### src/rtl/dispcmd_pkg.sv
package dispcmd_pkg;
   typedef enum logic [3:0] {
      OP_CHAR   = 4'h1,
      OP_PAT    = 4'h2,
      OP_SYM    = 4'h3,
      OP_DUTY   = 4'h5,
      OP_DIGITS = 4'h6,
      OP_LIGHTS = 4'h7
   } opcode_e;

   typedef enum logic [2:0] {
      ST_CMD    = 3'd0,
      ST_CHAR   = 3'd1,
      ST_PAT_LO = 3'd2,
      ST_PAT_HI = 3'd3,
      ST_SYM    = 3'd4
   } rx_state_e;
endpackage

### src/rtl/dispcmd_sync.sv
module dispcmd_sync #(
   parameter int            WIDTH   = 3,
   parameter int            STAGES  = 2,
   parameter logic [WIDTH-1:0] RST_VAL = '0
) (
   input  logic             clk,
   input  logic             rst_n,
   input  logic [WIDTH-1:0] async_in,
   output logic [WIDTH-1:0] sync_out
);
   logic [WIDTH-1:0] chain [STAGES];

   generate
      for (genvar s = 0; s < STAGES; s++) begin : g_stage
         if (s == 0) begin : g_first
            always_ff @(posedge clk or negedge rst_n) begin
               if (!rst_n) chain[s] <= RST_VAL;
               else        chain[s] <= async_in;
            end
         end else begin : g_next
            always_ff @(posedge clk or negedge rst_n) begin
               if (!rst_n) chain[s] <= RST_VAL;
               else        chain[s] <= chain[s-1];
            end
         end
      end
   endgenerate

   assign sync_out = chain[STAGES-1];
endmodule

### src/rtl/dispcmd_deser.sv
module dispcmd_deser #(
   parameter int BYTE_W = 8
) (
   input  logic              clk,
   input  logic              rst_n,
   input  logic              sclk_s,
   input  logic              sdat_s,
   input  logic              sel_n_s,
   output logic              byte_vld,
   output logic [BYTE_W-1:0] byte_q
);
   localparam int CNT_W = $clog2(BYTE_W);
   localparam logic [CNT_W-1:0] LAST_BIT = CNT_W'(BYTE_W - 1);

   logic              sclk_d;
   logic              rise;
   logic [CNT_W-1:0]  bit_cnt;
   logic [BYTE_W-1:0] shreg;
   logic [BYTE_W-1:0] shnext;

   assign rise   = sclk_s & ~sclk_d;
   assign shnext = {sdat_s, shreg[BYTE_W-1:1]};

   always_ff @(posedge clk or negedge rst_n) begin
      if (!rst_n) begin
         sclk_d   <= 1'b0;
         bit_cnt  <= '0;
         shreg    <= '0;
         byte_vld <= 1'b0;
         byte_q   <= '0;
      end else begin
         sclk_d   <= sclk_s;
         byte_vld <= 1'b0;
         if (sel_n_s) begin
            bit_cnt <= '0;
         end else if (rise) begin
            shreg <= shnext;
            if (bit_cnt == LAST_BIT) begin
               bit_cnt  <= '0;
               byte_vld <= 1'b1;
               byte_q   <= shnext;
            end else begin
               bit_cnt <= bit_cnt + 1'b1;
            end
         end
      end
   end
endmodule

### src/rtl/dispcmd_decode.sv
module dispcmd_decode
   import dispcmd_pkg::*;
#(
   parameter int BYTE_W = 8,
   parameter int ADDR_W = 4,
   parameter int SYM_W  = 2
) (
   input  logic                clk,
   input  logic                rst_n,
   input  logic                sel_n_s,
   input  logic                byte_vld,
   input  logic [BYTE_W-1:0]   byte_q,
   output logic                char_we,
   output logic [ADDR_W-1:0]   char_addr,
   output logic [BYTE_W-1:0]   char_data,
   output logic                pat_we,
   output logic [ADDR_W-1:0]   pat_addr,
   output logic [2*BYTE_W-1:0] pat_data,
   output logic                sym_we,
   output logic [ADDR_W-1:0]   sym_addr,
   output logic [SYM_W-1:0]    sym_data,
   output logic [ADDR_W-1:0]   duty_q,
   output logic [ADDR_W-1:0]   digits_q,
   output logic                all_off_q,
   output logic                all_on_q
);
   localparam int OP_W = BYTE_W - ADDR_W;

   rx_state_e         state;
   logic [ADDR_W-1:0] ptr;
   logic [BYTE_W-1:0] lo_hold;
   logic [OP_W-1:0]   op;
   logic [ADDR_W-1:0] arg;

   assign op  = byte_q[BYTE_W-1:ADDR_W];
   assign arg = byte_q[ADDR_W-1:0];

   always_ff @(posedge clk or negedge rst_n) begin
      if (!rst_n) begin
         state     <= ST_CMD;
         ptr       <= '0;
         lo_hold   <= '0;
         char_we   <= 1'b0;
         char_addr <= '0;
         char_data <= '0;
         pat_we    <= 1'b0;
         pat_addr  <= '0;
         pat_data  <= '0;
         sym_we    <= 1'b0;
         sym_addr  <= '0;
         sym_data  <= '0;
         duty_q    <= '0;
         digits_q  <= '0;
         all_off_q <= 1'b1;
         all_on_q  <= 1'b0;
      end else begin
         char_we <= 1'b0;
         pat_we  <= 1'b0;
         sym_we  <= 1'b0;
         if (byte_vld) begin
            unique case (state)
               ST_CMD: begin
                  case (op)
                     OP_CHAR:   begin state <= ST_CHAR;   ptr <= arg; end
                     OP_PAT:    begin state <= ST_PAT_LO; ptr <= arg; end
                     OP_SYM:    begin state <= ST_SYM;    ptr <= arg; end
                     OP_DUTY:   duty_q   <= arg;
                     OP_DIGITS: digits_q <= arg;
                     OP_LIGHTS: begin
                        all_off_q <= byte_q[0];
                        all_on_q  <= byte_q[1];
                     end
                     default: ;
                  endcase
               end
               ST_CHAR: begin
                  char_we   <= 1'b1;
                  char_addr <= ptr;
                  char_data <= byte_q;
                  ptr       <= ptr + 1'b1;
               end
               ST_PAT_LO: begin
                  lo_hold <= byte_q;
                  state   <= ST_PAT_HI;
               end
               ST_PAT_HI: begin
                  pat_we   <= 1'b1;
                  pat_addr <= ptr;
                  pat_data <= {byte_q, lo_hold};
                  ptr      <= ptr + 1'b1;
                  state    <= ST_PAT_LO;
               end
               ST_SYM: begin
                  sym_we   <= 1'b1;
                  sym_addr <= ptr;
                  sym_data <= byte_q[SYM_W-1:0];
                  ptr      <= ptr + 1'b1;
               end
               default: state <= ST_CMD;
            endcase
         end else if (sel_n_s) begin
            state <= ST_CMD;
         end
      end
   end
endmodule

### src/rtl/dispcmd_rx.sv
module dispcmd_rx #(
   parameter int BYTE_W      = 8,
   parameter int ADDR_W      = 4,
   parameter int SYM_W       = 2,
   parameter int SYNC_STAGES = 2
) (
   input  logic        clk,
   input  logic        rst_n,
   input  logic        ser_clk,
   input  logic        ser_dat,
   input  logic        ser_sel_n,
   output logic        char_we,
   output logic [3:0]  char_addr,
   output logic [7:0]  char_data,
   output logic        pat_we,
   output logic [3:0]  pat_addr,
   output logic [15:0] pat_data,
   output logic        sym_we,
   output logic [3:0]  sym_addr,
   output logic [1:0]  sym_data,
   output logic [3:0]  duty_q,
   output logic [3:0]  digits_q,
   output logic        all_off_q,
   output logic        all_on_q
);
   localparam int PAT_W = 2 * BYTE_W;

   if (BYTE_W != 8) begin : g_bad_byte
      $error("dispcmd_rx: BYTE_W must be 8");
   end
   if (ADDR_W != 4) begin : g_bad_addr
      $error("dispcmd_rx: ADDR_W must be 4");
   end
   if (SYM_W < 1 || SYM_W > BYTE_W) begin : g_bad_sym
      $error("dispcmd_rx: SYM_W out of range");
   end
   if (SYNC_STAGES < 2) begin : g_bad_sync
      $error("dispcmd_rx: SYNC_STAGES must be at least 2");
   end

   logic [2:0]        s_vec;
   logic              byte_vld;
   logic [BYTE_W-1:0] byte_q;

   dispcmd_sync #(
      .WIDTH  (3),
      .STAGES (SYNC_STAGES),
      .RST_VAL(3'b100)
   ) u_sync (
      .clk     (clk),
      .rst_n   (rst_n),
      .async_in({ser_sel_n, ser_dat, ser_clk}),
      .sync_out(s_vec)
   );

   dispcmd_deser #(.BYTE_W(BYTE_W)) u_deser (
      .clk     (clk),
      .rst_n   (rst_n),
      .sclk_s  (s_vec[0]),
      .sdat_s  (s_vec[1]),
      .sel_n_s (s_vec[2]),
      .byte_vld(byte_vld),
      .byte_q  (byte_q)
   );

   dispcmd_decode #(
      .BYTE_W(BYTE_W),
      .ADDR_W(ADDR_W),
      .SYM_W (SYM_W)
   ) u_dec (
      .clk      (clk),
      .rst_n    (rst_n),
      .sel_n_s  (s_vec[2]),
      .byte_vld (byte_vld),
      .byte_q   (byte_q),
      .char_we  (char_we),
      .char_addr(char_addr),
      .char_data(char_data),
      .pat_we   (pat_we),
      .pat_addr (pat_addr),
      .pat_data (pat_data[PAT_W-1:0]),
      .sym_we   (sym_we),
      .sym_addr (sym_addr),
      .sym_data (sym_data),
      .duty_q   (duty_q),
      .digits_q (digits_q),
      .all_off_q(all_off_q),
      .all_on_q (all_on_q)
   );
endmodule

### config.mk
export PLATFORM = sky130hd
export DESIGN_NAME = dispcmd_rx
export DESIGN_NICKNAME = d
export VERILOG_FILES = /design/src/rtl/dispcmd_pkg.sv /design/src/rtl/dispcmd_sync.sv /design/src/rtl/dispcmd_deser.sv /design/src/rtl/dispcmd_decode.sv /design/src/rtl/dispcmd_rx.sv
export SDC_FILE = /design/constraint.sdc
export NUM_CORES = 1
export LEC_CHECK = 0
export BUFFER_PORTS_ARGS = -buffer_cell sky130_fd_sc_hd__buf_2
export CORE_ASPECT_RATIO = 0.5
export CORE_MARGIN = 4
export CORE_UTILIZATION = 23
export CTS_CLUSTER_SIZE = 20
export DETAILED_ROUTE_END_ITERATION = 8
export SYNTH_ARGS = -nofsm -noshare
export SYNTH_HDL_FRONTEND = slang
export SYNTH_SLANG_ARGS = --single-unit
### constraint.sdc
create_clock -name clk -period 2.1 [get_ports clk]
set_input_delay 0.315 -clock clk [delete_from_list [all_inputs] [get_ports clk]]
set_output_delay 0.315 -clock clk [all_outputs]
set_load 0.02 [all_outputs]
==> out/qor.yml, run 1 <==
sta:
  setup-tns-final_ns: 0
  tightest_slew_ns: 0.510
  final-setup-viol-count: 0
  fmax_ghz: 0.543
  timing.final.crit_share_pct: 87.7
  hold_viol: 0
  hold_slack_ns: 0.0781
  fin_crit_ns: 1.84
  max-slew-margin-rel_pct: 65.7
  skew_ns: 0.00638
  rsz0062_at_grt: "no"
  slew_violations: 0
hold_path:
  hold-path-endpoint: "u_sync.chain[5]"
  worstHoldStart: "ser_sel_n"
  holdPathStages: 1
  hold_path_class: "primary input to flop"
placed_design:
  hpwl_um: 5160
  dpl.cell_count: 529
  port-buffer-count: 55
  gp_congestion: 0.803
detailed_routing:
  wl_per_cell_um: 13.6
  ant_nets: 0
  firstDrtPassIters: 5
  viasPerCell: 4.13
  drc_errors: 0
  first_iter_violations: 98
  wl_um: 7440
  vias: 2253
power:
  power_density_nw_per_um2: 779
  ir_worst_vdd_mv: 0.387
  p_leak_nw: 2.32
  p_total_w: 0.00348
grt:
  track_usage_pct: 8.66
  grt_pass1_vias: 2327
  use_met2_pct: 14.0
  grt.busiest_layer: "met2"
  antenna_found_initial: 0
  use_met3_pct: 2.03
  grt_pass1_wl_um: 12500
  grt_max_degree: 43
  grt_overflow: 0
  met1_usage_pct: 11.5
synth:
  synth_top_area_share_pct: 61.1
  syn-num-nets: 282
  ys_dominant_reg_cell: "dfrtp_1"
  ys_top_cells_by_area: "dfrtp_1 (61%), mux2_2 (16%), nand2_1 (5.7%)"
  syn_area_um2: 3650
  synthCells: 274
  synth_edf_count: 0
  seq_area_frac_synth_pct: 63.2
  ys_seq_elements: 92
  async_flop_share_pct: 100
  syn_area_per_cell_um2: 13.3
  synth_cell_type_count: 40
  yosys.area.top_type: "dfrtp_1"
  yosys_warnings: 0
cts:
  cts_setup_buffers: 0
  clockBufferDepth: 2
  cts_root_buf: "clkbuf_16"
  clk_pin_slew_ns: 0.06
  cts_htree_levels: 3
  cts_resized: 0
  cts_tree: "built"
  cts_sinks: 92
  cts-hold-fix-buffers: 1
  clkLatencyLatePin_ns: 0.33
  cts-buffers-inserted: 9
die:
  dieArea_um2: 18100
  dieHeight_um: 97.0
  std_cell_rows: 32
  core_um2: 15500
  io_pins: 56
  start_util_pct: 23.6
  die_width_um: 186
job:
  maxCapViolCount: 0
layout:
  n_fill_cell: 1612
  antenna_cells: 0
  drive_above_1_share_pct: 42.7
  syn_to_final_growth_pct: 22.6
  finalNonFillerCells: 546
  final_nets: 345
setup_path:
  cp.required_ns: 2.31
  crit_arrival_ns: 2.05
  reg2reg_to: "u_dec.duty_q[0]"
  cp-start-kind: "flop"
  r2r_cells: 4
  reg2reg_slack_ns: 0.26
  r2r_start: "u_deser.byte_vld"
  cp_max_fo: 9
  criticalPathCategory: "flop to flop"
  crit_path_end_kind: "flop"
status:
  status: "finished clean"
## worst max-delay path, cell delays in order (launching register included)
cell	delay (ns)
dfrtp_1	0.49
nor2b_4	0.22
nand3_2	0.10
or4b_4	0.59
mux2_4	0.32
## synthesized netlist by cell type, types with 2 or more instances
master	count
a211oi_1	3
a21oi_1	2
a2bb2oi_1	2
buf_2	3
buf_6	2
clkbuf_1	5
dfrtp_1	89
dfstp_2	3
ha_1	3
inv_1	3
mux2_2	52
mux2_4	4
mux2i_1	5
nand2_1	55
nand2b_1	3
nand3_1	2
nor2_1	9
nor2_2	2
nor3_1	2
o211ai_1	2
o21ai_0	2
or2_2	2
or4b_1	2
## per-layer routing
metal	share of wire, %	up-vias
li1	-	1067
met5	0	-
met1	47	1154
met4	0.83	0
met2	50	28
met3	1.5	4
## how the worst max path moves through the flow
stage / to / from / depth (start not counted)
floorplan: u_dec.duty_q[0] / u_dec.state[0] / 5
global placement: u_dec.duty_q[2] / u_deser.byte_vld / 4
detailed placement: u_dec.duty_q[0] / u_deser.byte_vld / 4
CTS: u_dec.duty_q[2] / u_deser.byte_vld / 4
global route: u_dec.digits_q[3] / u_dec.state[1] / 4
finish: u_dec.duty_q[0] / u_deser.byte_vld / 4
## area by class of cell
type,instances,area (µm²),share of cell area (%)
Sequential cell,92,2310,51.6
Multi-Input combinational cell,167,1260,28.3
Clock inverter,5,35.0,0.783
Clock buffer,11,243,5.43
Timing Repair Buffer,63,353,7.89
Inverter,4,15.0,0.336
Tap cell,204,255,5.71
## metrics by stage
stage	area [µm²]	utilization, %	setup WS [ns]
3_5_place_dp	4180	27.1	0.284
3_3_place_gp	4180	27.1	0.348
2_1_floorplan	3650	-	0.394
6_report	4470	28.9	0.259
5_1_grt	4470	28.9	0.180
4_1_cts	4470	28.9	0.274
## sequential cells by signal (all words and copies together) (netlist names), 3 cells and up
register         count
u_dec.char_addr      4
u_dec.pat_data      16
u_deser.shreg        7
u_dec.pat_addr       4
u_dec.digits_q       4
u_sync.chain         3
u_deser.byte_q       8
u_dec.char_data      8
u_dec.ptr            4
u_dec.duty_q         4
u_dec.lo_hold        8
u_dec.state          3
u_dec.sym_addr       4
u_sync.sync_out      3
u_deser.bit_cnt      3
## cells by family (layout without fill, tap and decap cells)
group,after synthesis,after routing,share of synthesized area [%]
flops,92,92,63.2
simple gates,88,88,11.6
mux,61,61,19.1
compound gates,15,15,2.95
buf+inv,15,83,2.06
fa+ha+maj,3,3,1.03
## power by group
group	internal (W)	total (W)	switching, W
clock network	0.000837	0.00149	0.000655
registers	0.00184	0.00188	0.0000405
logic	0.0000569	0.000114	0.0000574
## cells in the final DEF (no fill, tap or decap), types with 3 or more instances in the layout
master,netlist,layout
dfrtp_1,89,89
nand2_1,55,55
buf_2,3,54
mux2_2,52,52
nor2_1,9,9
clkbuf_16,0,9
buf_4,0,7
mux2i_1,5,5
mux2_4,4,4
inv_1,3,3
nand2b_1,3,3
a211oi_1,3,3
ha_1,3,3
dfstp_2,3,3
(Power assumes the default switching activity.)
==> run 2, diff against run 1 <==
--- a/config.mk
+++ b/config.mk
@@ -11,6 +11,7 @@
 export CORE_UTILIZATION = 23
 export CTS_CLUSTER_SIZE = 20
 export DETAILED_ROUTE_END_ITERATION = 8
+export PLACE_DENSITY_LB_ADDON = 0.3
 export SYNTH_ARGS = -nofsm -noshare
 export SYNTH_HDL_FRONTEND = slang
 export SYNTH_SLANG_ARGS = --single-unit
==> constraint.sdc (replaced) <==
create_clock -name clk -period 1.94 [get_ports clk]
set_input_delay 0.291 -clock clk [delete_from_list [all_inputs] [get_ports clk]]
set_output_delay 0.291 -clock clk [all_outputs]
set_load 0.02 [all_outputs]
==> out/qor.yml, run 2 (synthesis gave the netlist of run 1 again) <==
layout:
  final_util_pct: 29.5
  antenna_cells: 0
  syn_to_final_growth_pct: 25.1
  regMostFlops: "u_dec.pat_data"
  finalNonFillerCells: 553
  drive_above_1_share_pct: 43.6
  final_nets: 352
  final_cell_mix: "dfrtp_1 (89), nand2_1 (55), buf_2 (54)"
  final_common_cell: "dfrtp_1"
  largest_reg_flops: 16
cts:
  cts_setup_buffers: 0
  clk_pin_slew_ns: 0.06
  cts_sinks: 92
  clkLatencyLatePin_ns: 0.33
  clockBufferDepth: 2
  cts_tree: "built"
  cts_htree_levels: 3
  cts-buffers-inserted: 9
  cts_root_buf: "clkbuf_16"
power:
  ir_worst_vdd_mv: 0.366
  p_leak_nw: 2.38
  power_density_nw_per_um2: 850
die:
  start_util_pct: 23.6
  core_um2: 15500
  std_cell_rows: 32
  io_pins: 56
  dieHeight_um: 97.0
  die_width_um: 186
  dieArea_um2: 18100
sta:
  max-slew-margin-rel_pct: 71.4
  timing.final.crit_share_pct: 93.9
  hold_slack_ns: 0.0548
  tightest_slew_ns: 0.429
  final-setup-viol-count: 0
  skew_ns: 0.00282
  rsz0062_at_grt: "no"
  fin_crit_ns: 1.82
  fmax_ghz: 0.549
  fin_ws_ns: 0.119
  hold_viol: 0
  slew_violations: 0
  setup-tns-final_ns: 0
hold_path:
  hold_path_class: "primary input to flop"
grt:
  antenna_found_initial: 0
  grt_pass1_wl_um: 12700
  grt_max_degree: 40
  grt_pass1_vias: 2300
  grt_overflow: 0
  track_usage_pct: 8.87
detailed_routing:
  wl_um: 7520
  firstDrtPassIters: 4
  viasPerCell: 4.08
  drc_errors: 0
  vias: 2256
  first_iter_violations: 142
  wl_per_cell_um: 13.6
  ant_nets: 0
placed_design:
  port-buffer-count: 55
  dpl.cell_count: 536
  hpwl_um: 5310
  gp_congestion: 0.794
  dp_slack_ns: 0.137
setup_path:
  crit_path_end_kind: "flop"
  path_buf_inv: 0
  cp.required_ns: 2.16
  crit_arrival_ns: 2.04
  cp_max_fo: 10
  cp-start-kind: "flop"
  criticalPathCategory: "flop to flop"
  cp_cell_sequence: "nor2_2 > nand3_2 > or4b_4 > mux2_4"
  crit_family: "simple AND/OR/NAND/NOR gates"
  cp_slowest_cell: "or4b_4"
  slowest_delay_ns: 0.58
job:
  maxCapViolCount: 0
status:
  status: "finished clean"
==> run 2: path summary, 6_finish.rpt <==
| path | start | to | slack, ns | cells after the start |
|---|---|---|---|---|
| setup / recovery | u_dec.state[0] | u_dec.duty_q[2] | 0.12 | 4 |
| hold / removal | ser_sel_n | u_sync.chain[5] | 0.05 | 1 |
| setup reg to reg | u_dec.state[0] | u_dec.duty_q[2] | 0.12 | 4 |
| hold reg to reg | u_sync.chain[3] | u_sync.sync_out[0] | 0.35 | 0 |
| max in group asynchronous | rst_n | u_sync.sync_out[2] | 1.00 | 3 |
| min in group asynchronous | rst_n | u_sync.chain[3] | 0.40 | 2 |
==> run 2: final cells by class <==
| class | instances | area, µm² |
|---|---|---|
| multi-input combinational | 167 | 1260 |
| sequential | 92 | 2310 |
| inverter | 4 | 15.0 |
| clock buffer | 16 | 302 |
| tap | 204 | 255 |
| fill | 1603 | 10900 |
| timing repair buffer | 70 | 418 |
==> run 2: routing by layer <==
layer  wire length [µm]  track usage (%)  share of wire, %
met3                279             2.63               3.7
met2               3570             13.5                48
met1               3570             12.2                48
met4                 95             2.69               1.3
met5                  0                0                 0
==> run 2: repair_timing <==
| action | in CTS | in global routing |
|---|---|---|
| hold endpoints to repair | 18 | 0 |
| hold buffers | 1 | 0 |
| gates resized for setup | 0 | 0 |
==> run 2: power breakdown <==
group | leakage [nW] | switching (W) | internal [W]
Clock | 0.149 | 0.000676 | 0.00105
Combinational | 0.975 | 0.0000586 | 0.0000641
Sequential | 1.25 | 0.0000440 | 0.00199
Total | 2.38 | 0.000778 | 0.00310
==> run 2: per-stage QoR <==
step           cell area, µm²  total power [W]
2_1_floorplan            3650          0.00212
3_3_place_gp             4250          0.00219
3_5_place_dp             4250          0.00220
4_1_cts                  4560          0.00395
5_1_grt                  4560          0.00406
6_report                 4560          0.00388
